===== src/rtl/smbRegPkg.sv =====
package smbRegPkg;
  localparam int BYTE_W = 8;

  typedef enum logic [2:0] {
    PH_IDLE, PH_RX, PH_RXACK, PH_TX, PH_TXACK, PH_WAIT
  } phase_t;

  typedef enum logic [1:0] {
    ST_ADDR, ST_INDEX, ST_COUNT, ST_DATA
  } stage_t;

  typedef struct packed {
    logic setIndex;
    logic setCount;
    logic wrData;
    logic loadCnt;
    logic loadData;
    logic shiftTx;
  } dpStrobe_t;
endpackage


===== src/rtl/smbRegData.sv =====
module smbRegData
  import smbRegPkg::*;
#(
  parameter int NUM_REGS = 8,
  parameter int RSVD_REGS = 4,
  parameter int CFG_IDX = 4,
  parameter logic [BYTE_W-1:0] CFG_DEFAULT = 8'h2C
) (
  input  logic clk,
  input  logic rstN,
  input  dpStrobe_t stb,
  input  logic [BYTE_W-1:0] rxByte,
  output logic txBit,
  output logic [NUM_REGS*BYTE_W-1:0] regsOut
);
  localparam int PTR_W = $clog2(NUM_REGS);
  localparam logic [PTR_W-1:0] LAST = PTR_W'(NUM_REGS - 1);

  logic [PTR_W-1:0] ptr;
  logic [BYTE_W-1:0] left;
  logic [BYTE_W-1:0] txShift;
  logic [BYTE_W-1:0] regView [NUM_REGS];
  logic wrEn;
  logic [PTR_W-1:0] ptrNext;

  assign wrEn = stb.wrData && (left != '0);
  assign ptrNext = (ptr == LAST) ? '0 : ptr + PTR_W'(1);
  assign txBit = txShift[BYTE_W-1];

  always_ff @(posedge clk or negedge rstN) begin
    if (!rstN) begin
      ptr <= '0;
      left <= '0;
      txShift <= '0;
    end else begin
      if (stb.setIndex) ptr <= PTR_W'(rxByte % BYTE_W'(NUM_REGS));
      else if (wrEn || stb.loadData) ptr <= ptrNext;
      if (stb.setCount) left <= rxByte;
      else if (wrEn) left <= left - BYTE_W'(1);
      if (stb.loadCnt) txShift <= BYTE_W'(NUM_REGS);
      else if (stb.loadData) txShift <= regView[ptr];
      else if (stb.shiftTx) txShift <= {txShift[BYTE_W-2:0], 1'b0};
    end
  end

  for (genvar i = 0; i < NUM_REGS; i++) begin : gReg
    if (i < RSVD_REGS) begin : gRsvd
      assign regView[i] = '0;
    end else begin : gLive
      logic [BYTE_W-1:0] q;
      always_ff @(posedge clk or negedge rstN) begin
        if (!rstN) q <= (i == CFG_IDX) ? CFG_DEFAULT : '0;
        else if (wrEn && ptr == PTR_W'(i)) q <= rxByte;
      end
      assign regView[i] = q;
    end
    assign regsOut[i*BYTE_W +: BYTE_W] = regView[i];
  end

  AST_PTR_WRAP: assert property (@(posedge clk) disable iff (!rstN)
    ((wrEn || stb.loadData) && ptr == LAST) |=> (ptr == '0));
  AST_EXCESS_IGNORED: assert property (@(posedge clk) disable iff (!rstN)
    (stb.wrData && left == '0) |=> $stable(regsOut));
  AST_COUNT_DROPS: assert property (@(posedge clk) disable iff (!rstN)
    wrEn |=> (left == $past(left) - BYTE_W'(1)));
endmodule


===== src/rtl/smbRegCtrl.sv =====
module smbRegCtrl
  import smbRegPkg::*;
#(
  parameter int FILT_LEN = 3,
  parameter logic [BYTE_W-1:0] WR_ADDR = 8'hD2,
  parameter logic [BYTE_W-1:0] RD_ADDR = 8'hD3
) (
  input  logic clk,
  input  logic rstN,
  input  logic sclIn,
  input  logic sdaIn,
  input  logic txBit,
  output logic [BYTE_W-1:0] rxByte,
  output dpStrobe_t stb,
  output logic sdaOe
);
  localparam int FCW = $clog2(FILT_LEN + 1);

  logic [1:0] sclSync, sdaSync;
  logic [1:0] raw, filt;
  logic sclF, sdaF, sclP, sdaP;
  logic startDet, stopDet, sclRise, sclFall;
  phase_t phase;
  stage_t stage;
  logic [3:0] bitCnt;
  logic [2:0] txCnt;
  logic [BYTE_W-1:0] shiftIn;
  logic isRead, hostAck, rxDone;

  always_ff @(posedge clk or negedge rstN) begin
    if (!rstN) begin
      sclSync <= 2'b11;
      sdaSync <= 2'b11;
    end else begin
      sclSync <= {sclSync[0], sclIn};
      sdaSync <= {sdaSync[0], sdaIn};
    end
  end

  assign raw = {sclSync[1], sdaSync[1]};

  for (genvar g = 0; g < 2; g++) begin : gFilt
    logic [FCW-1:0] fcnt;
    always_ff @(posedge clk or negedge rstN) begin
      if (!rstN) begin
        filt[g] <= 1'b1;
        fcnt <= '0;
      end else if (raw[g] == filt[g]) begin
        fcnt <= '0;
      end else if (fcnt == FCW'(FILT_LEN - 1)) begin
        filt[g] <= raw[g];
        fcnt <= '0;
      end else begin
        fcnt <= fcnt + FCW'(1);
      end
    end
  end

  assign sclF = filt[1];
  assign sdaF = filt[0];

  always_ff @(posedge clk or negedge rstN) begin
    if (!rstN) begin
      sclP <= 1'b1;
      sdaP <= 1'b1;
    end else begin
      sclP <= sclF;
      sdaP <= sdaF;
    end
  end

  assign startDet = sclF && sclP && sdaP && !sdaF;
  assign stopDet = sclF && sclP && !sdaP && sdaF;
  assign sclRise = sclF && !sclP;
  assign sclFall = !sclF && sclP;
  assign rxDone = (phase == PH_RX) && sclFall && (bitCnt == 4'd8);
  assign rxByte = shiftIn;

  always_comb begin
    stb = '0;
    if (!startDet && !stopDet) begin
      stb.setIndex = rxDone && stage == ST_INDEX;
      stb.setCount = rxDone && stage == ST_COUNT;
      stb.wrData = rxDone && stage == ST_DATA;
      stb.loadCnt = (phase == PH_RXACK) && sclFall && isRead;
      stb.loadData = (phase == PH_TXACK) && sclFall && hostAck;
      stb.shiftTx = (phase == PH_TX) && sclFall && (txCnt != 3'd7);
    end
  end

  assign sdaOe = (phase == PH_RXACK) || (phase == PH_TX && !txBit);

  always_ff @(posedge clk or negedge rstN) begin
    if (!rstN) begin
      phase <= PH_IDLE;
      stage <= ST_ADDR;
      bitCnt <= '0;
      txCnt <= '0;
      shiftIn <= '0;
      isRead <= 1'b0;
      hostAck <= 1'b0;
    end else if (startDet) begin
      phase <= PH_RX;
      stage <= ST_ADDR;
      bitCnt <= '0;
      isRead <= 1'b0;
    end else if (stopDet) begin
      phase <= PH_IDLE;
    end else begin
      case (phase)
        PH_RX: begin
          if (sclRise) begin
            shiftIn <= {shiftIn[BYTE_W-2:0], sdaF};
            bitCnt <= bitCnt + 4'd1;
          end
          if (rxDone) begin
            phase <= PH_RXACK;
            case (stage)
              ST_ADDR: begin
                isRead <= (shiftIn == RD_ADDR);
                stage <= ST_INDEX;
                if (shiftIn != WR_ADDR && shiftIn != RD_ADDR) phase <= PH_WAIT;
              end
              ST_INDEX: stage <= ST_COUNT;
              default: stage <= ST_DATA;
            endcase
          end
        end
        PH_RXACK: if (sclFall) begin
          phase <= isRead ? PH_TX : PH_RX;
          bitCnt <= '0;
          txCnt <= '0;
        end
        PH_TX: if (sclFall) begin
          if (txCnt == 3'd7) phase <= PH_TXACK;
          else txCnt <= txCnt + 3'd1;
        end
        PH_TXACK: begin
          if (sclRise) hostAck <= !sdaF;
          if (sclFall) begin
            phase <= hostAck ? PH_TX : PH_WAIT;
            txCnt <= '0;
          end
        end
        default: ;
      endcase
    end
  end

  AST_SDA_SCL_LOW: assert property (@(posedge clk) disable iff (!rstN)
    !$stable(sdaOe) |-> !sclF);
  AST_ONE_STROBE: assert property (@(posedge clk) disable iff (!rstN)
    $onehot0(stb));
  AST_QUIET_WAIT: assert property (@(posedge clk) disable iff (!rstN)
    (phase == PH_WAIT || phase == PH_IDLE) |-> !sdaOe);
  AST_START_RESTARTS: assert property (@(posedge clk) disable iff (!rstN)
    startDet |=> (phase == PH_RX && bitCnt == 4'd0 && stage == ST_ADDR));
  AST_NACK_RELEASE: assert property (@(posedge clk) disable iff (!rstN)
    (phase == PH_TXACK && sclFall && !hostAck && !startDet && !stopDet)
      |=> (phase == PH_WAIT && !sdaOe));
endmodule


===== src/rtl/smbRegBank.sv =====
module smbRegBank
  import smbRegPkg::*;
#(
  parameter int NUM_REGS = 8,
  parameter int RSVD_REGS = 4,
  parameter int CFG_IDX = 4,
  parameter logic [7:0] CFG_DEFAULT = 8'h2C,
  parameter int FILT_LEN = 3,
  parameter logic [7:0] WR_ADDR = 8'hD2,
  parameter logic [7:0] RD_ADDR = 8'hD3
) (
  input  logic clk,
  input  logic rstN,
  input  logic sclIn,
  input  logic sdaIn,
  output logic sdaOe,
  output logic [NUM_REGS*8-1:0] regsOut
);
  dpStrobe_t stb;
  logic [BYTE_W-1:0] rxByte;
  logic txBit;

  smbRegCtrl #(
    .FILT_LEN(FILT_LEN), .WR_ADDR(WR_ADDR), .RD_ADDR(RD_ADDR)
  ) uCtrl (
    .clk(clk), .rstN(rstN), .sclIn(sclIn), .sdaIn(sdaIn),
    .txBit(txBit), .rxByte(rxByte), .stb(stb), .sdaOe(sdaOe)
  );

  smbRegData #(
    .NUM_REGS(NUM_REGS), .RSVD_REGS(RSVD_REGS),
    .CFG_IDX(CFG_IDX), .CFG_DEFAULT(CFG_DEFAULT)
  ) uData (
    .clk(clk), .rstN(rstN), .stb(stb), .rxByte(rxByte),
    .txBit(txBit), .regsOut(regsOut)
  );
endmodule


===== config.mk =====
export PLATFORM = sky130hd
export DESIGN_NAME = smbRegBank
export DESIGN_NICKNAME = d
export VERILOG_FILES = /design/src/rtl/smbRegPkg.sv /design/src/rtl/smbRegData.sv /design/src/rtl/smbRegCtrl.sv /design/src/rtl/smbRegBank.sv
export SDC_FILE = /design/constraint.sdc
export NUM_CORES = 1
export LEC_CHECK = 0
export ABC_CLOCK_PERIOD_IN_PS = 3400
export BUFFER_PORTS_ARGS = -buffer_cell sky130_fd_sc_hd__clkbuf_2
export CAP_MARGIN = 20
export CORE_ASPECT_RATIO = 1.5
export CORE_MARGIN = 2
export CORE_UTILIZATION = 57
export CTS_CLUSTER_SIZE = 14
export DETAILED_ROUTE_END_ITERATION = 8
export PLACE_DENSITY = 0.8
export SLEW_MARGIN = 20
export SYNTH_ARGS = -nofsm -noshare
export SYNTH_HDL_FRONTEND = slang
export SYNTH_HIERARCHICAL = 1
export SYNTH_SLANG_ARGS = --single-unit

===== constraint.sdc =====
create_clock -name clk -period 3.4 [get_ports clk]
set_clock_uncertainty 0.2 [all_clocks]
set_input_delay 0.34 -clock clk [delete_from_list [all_inputs] [get_ports clk]]
set_output_delay 0.34 -clock clk [all_outputs]
set_load 0.05 [all_outputs]

==> out/qor.yml <==
portBuffers: 36
setup.worst_path.end: "uData/left[7]"
worstSkewPairLatency_ns: 0.34
dp_hpwl_mm: 6.528
crit_family: "simple AND/OR/NAND/NOR gates"
final_common_cell: "dfrtp_1"
yosysTopAreaCell: "dfrtp_1"
slew_violations: 0
synth.area.top_cells: "dfrtp_1, mux2_4, dfstp_2, buf_4, mux2_2"
htree_levels: 3
grt_pass1_wl_mm: 15.65
synth_cell_types: 71
critPathCaptureType: "flip-flop"
synth_seq_cells: 85
yosysWarnings: 6
seq_area_um2: 2141
timing.slew.headroom: 0.3596
path_max_fanout: 5
max_freq_mhz: 327.5
cts_inserted_buffers: 9
outcome: "complete, no violations"
synth-edff-count: 0
grtUsageTotal: 0.2284
boundaryPins: 69
cp.arrival_ns: 3.12
grt_remaining_overflow: 0
drive_gt1_frac: 0.3057
crit_buf_inv: 1
grt_max_degree: 86
core_area_um2: 8008
cts_resized: 0
die_y_um: 115.0
tightest_slew_ns: 0.9554
worst-setup-path-type: "flip-flop to flip-flop"
power_density_nw_per_um2: 630.6
regToRegSetupSlack_ns: 0.35
holdCritPathClass: "flip-flop to flip-flop"
antenna_found_initial: 0
path_depth: 9
placedCellCount: 521
syn_area_um2: 4683
final_nets: 445
first_global_vias: 3059
clockBufferDepth: 2
r2r-start: "uCtrl/bitCnt[0]"
initial_utilization: 0.5848
viasPerCell: 5.850
final_cell_mix: "dfrtp_1, clkbuf_2, conb_1, mux2_4, nand2_1"
wl_per_cell_um: 17.96
synth_cells: 394
tns_ns: 0
drtIter0Drc: 279
drc: 0
place_area_um2: 4802
vias: 3159
vdd_drop_max_mv: 0.3867
fp.dieW_um: 78.01
gp_congestion: 0.8525
synth_top_area_frac: 0.3954
rsz0062_at_grt: "false"
setup_viol: 0
clock_sinks: 85
tritoncts: "built"
period_needed_ns: 3.054
fin_crit_sh: 0.8981
max_stage_delay_ns: 0.64
cp-start-kind: "flip-flop"
cap_violations: 0
rows: 40
antenna_left: 0
syn_to_final_growth_pct: 10.71
post_cts_buffers: 0
routed_wl_mm: 9.698
ys_seq_area_frac: 0.4571
async_flop_share: 1.000
power_leakage_nw: 2.360
antenna_cells: 0
startpoint: "uCtrl/bitCnt[0]"
rr_worst_depth: 9
multiInputGateArea_um2: 2238
cp_cell_sequence: "inv_1 > ha_1 > nand4bb_1 > nor3_2 > nand2_1 > nor2_1 > or4b_2 > or4_1 > a31oi_1"
firstDrtPassIters: 6
required_ns: 3.46
stdcell_count: 540
cts.clk_slew.worst_paths_ns: 0.06
postSynthAreaPerCell_um2: 11.89
hold_viol_final: 0
regToRegEndpoint: "uData/left[7]"
final_cell_area_um2: 5185
synthFlopType: "dfrtp_1"
fill_cells: 608
cp_slowest_cell: "or4b_2"
die_area_um2: 8972
root_buffer: "clkbuf_16"
[where the power goes]
| group | switching, mW | total (mW) | internal, mW |
|---|---|---|---|
| Sequential | 0.281 | 1.46 | 1.18 |
| Clock | 0.399 | 1.14 | 0.740 |
| Combinational | 0.379 | 0.674 | 0.295 |
[flip-flops by register name, summed over array words and instances, names as in the netlist, 3 cells and up]
name,cells
uData/txShift,8
uCtrl/gFilt.fcnt,4
uData/left,8
uData/gReg.gLive.q,32
uData/ptr,3
uCtrl/txCnt,3
uCtrl/phase,3
uCtrl/rxByte,8
uCtrl/bitCnt,4
[synthesized netlist by cell type, types with 6 or more instances]
library cell and n:
a21oi_1 9, buf_2 6, buf_4 33, clkbuf_1 6
dfrtp_1 74, dfstp_2 11, ha_1 11, inv_1 18
mux2_2 18, mux2_4 24, mux2i_1 11, mux4_2 8
nand2_1 23, nor2_1 15, nor3_1 7, nor3b_1 9
o211ai_1 8, o21ai_0 9, o22ai_1 6
[repair_timing]
| action | CTS | global route |
|---|---|---|
| setup endpoints to repair | 0 | 0 |
| endpoints found under the hold margin | 2 | 74 |
| hold buffers | 2 | 1 |
[layer usage]
metal | routed length [µm] | vias to the layer above | GRT usage
met5 | 0 | - | 0
met4 | 172 | 0 | 0.09591
met3 | 379 | 13 | 0.04867
met2 | 5145 | 110 | 0.3977
met1 | 4001 | 1577 | 0.2750
li1 | - | 1459 | -
[worst min-delay path by stage]
stage	startpoint	endpoint	slack, ns	cells past startpoint
after global placement	uCtrl/sdaSync[0]	uCtrl/sdaSync[1]	0.15	0
after global routing	uCtrl/sclSync[0]	uCtrl/sclSync[1]	0.16	0
after CTS	rstN	uData/left[4]	0.02	1
final	uCtrl/sdaSync[0]	uCtrl/sdaSync[1]	0.15	0
after floorplan	rstN	uCtrl/bitCnt[0]	-0.16	0
after detailed placement	uCtrl/sdaSync[0]	uCtrl/sdaSync[1]	0.15	0
[area by class of cell]
class / instances / area share
Tap cell: 105 / 0.02534
Sequential cell: 85 / 0.4129
Multi-Input combinational cell: 271 / 0.4317
Clock inverter: 5 / 0.02051
Inverter: 19 / 0.01375
Timing Repair Buffer: 44 / 0.04899
Clock buffer: 11 / 0.04681
[stage by stage]
stage               setup slack, ns  total power, mW  hold slack (ns)  utilization
finish                       0.3464            3.269           0.1541       0.6475
global route                 0.1196            3.429           0.1621       0.6475
CTS                          0.3738            3.281          0.02167       0.6458
detailed placement           0.3986            2.129           0.1469       0.5997
global placement             0.5459            2.098           0.1457       0.5997
floorplan                    0.6071            1.976          -0.1556            -
[cell families (layout without fill, tap and decap cells)]
group	Yosys count	count (layout)	share of synthesized area
simple gates	92	92	0.1162
fa+ha+maj	11	11	0.02939
mux	63	63	0.1870
xor+xnor	3	3	0.005611
compound gates	70	70	0.1141
flops	85	85	0.4571
buf+inv	69	79	0.08976
other cells	1	32	0.0008007
Power figures use the tool's default switching activity.
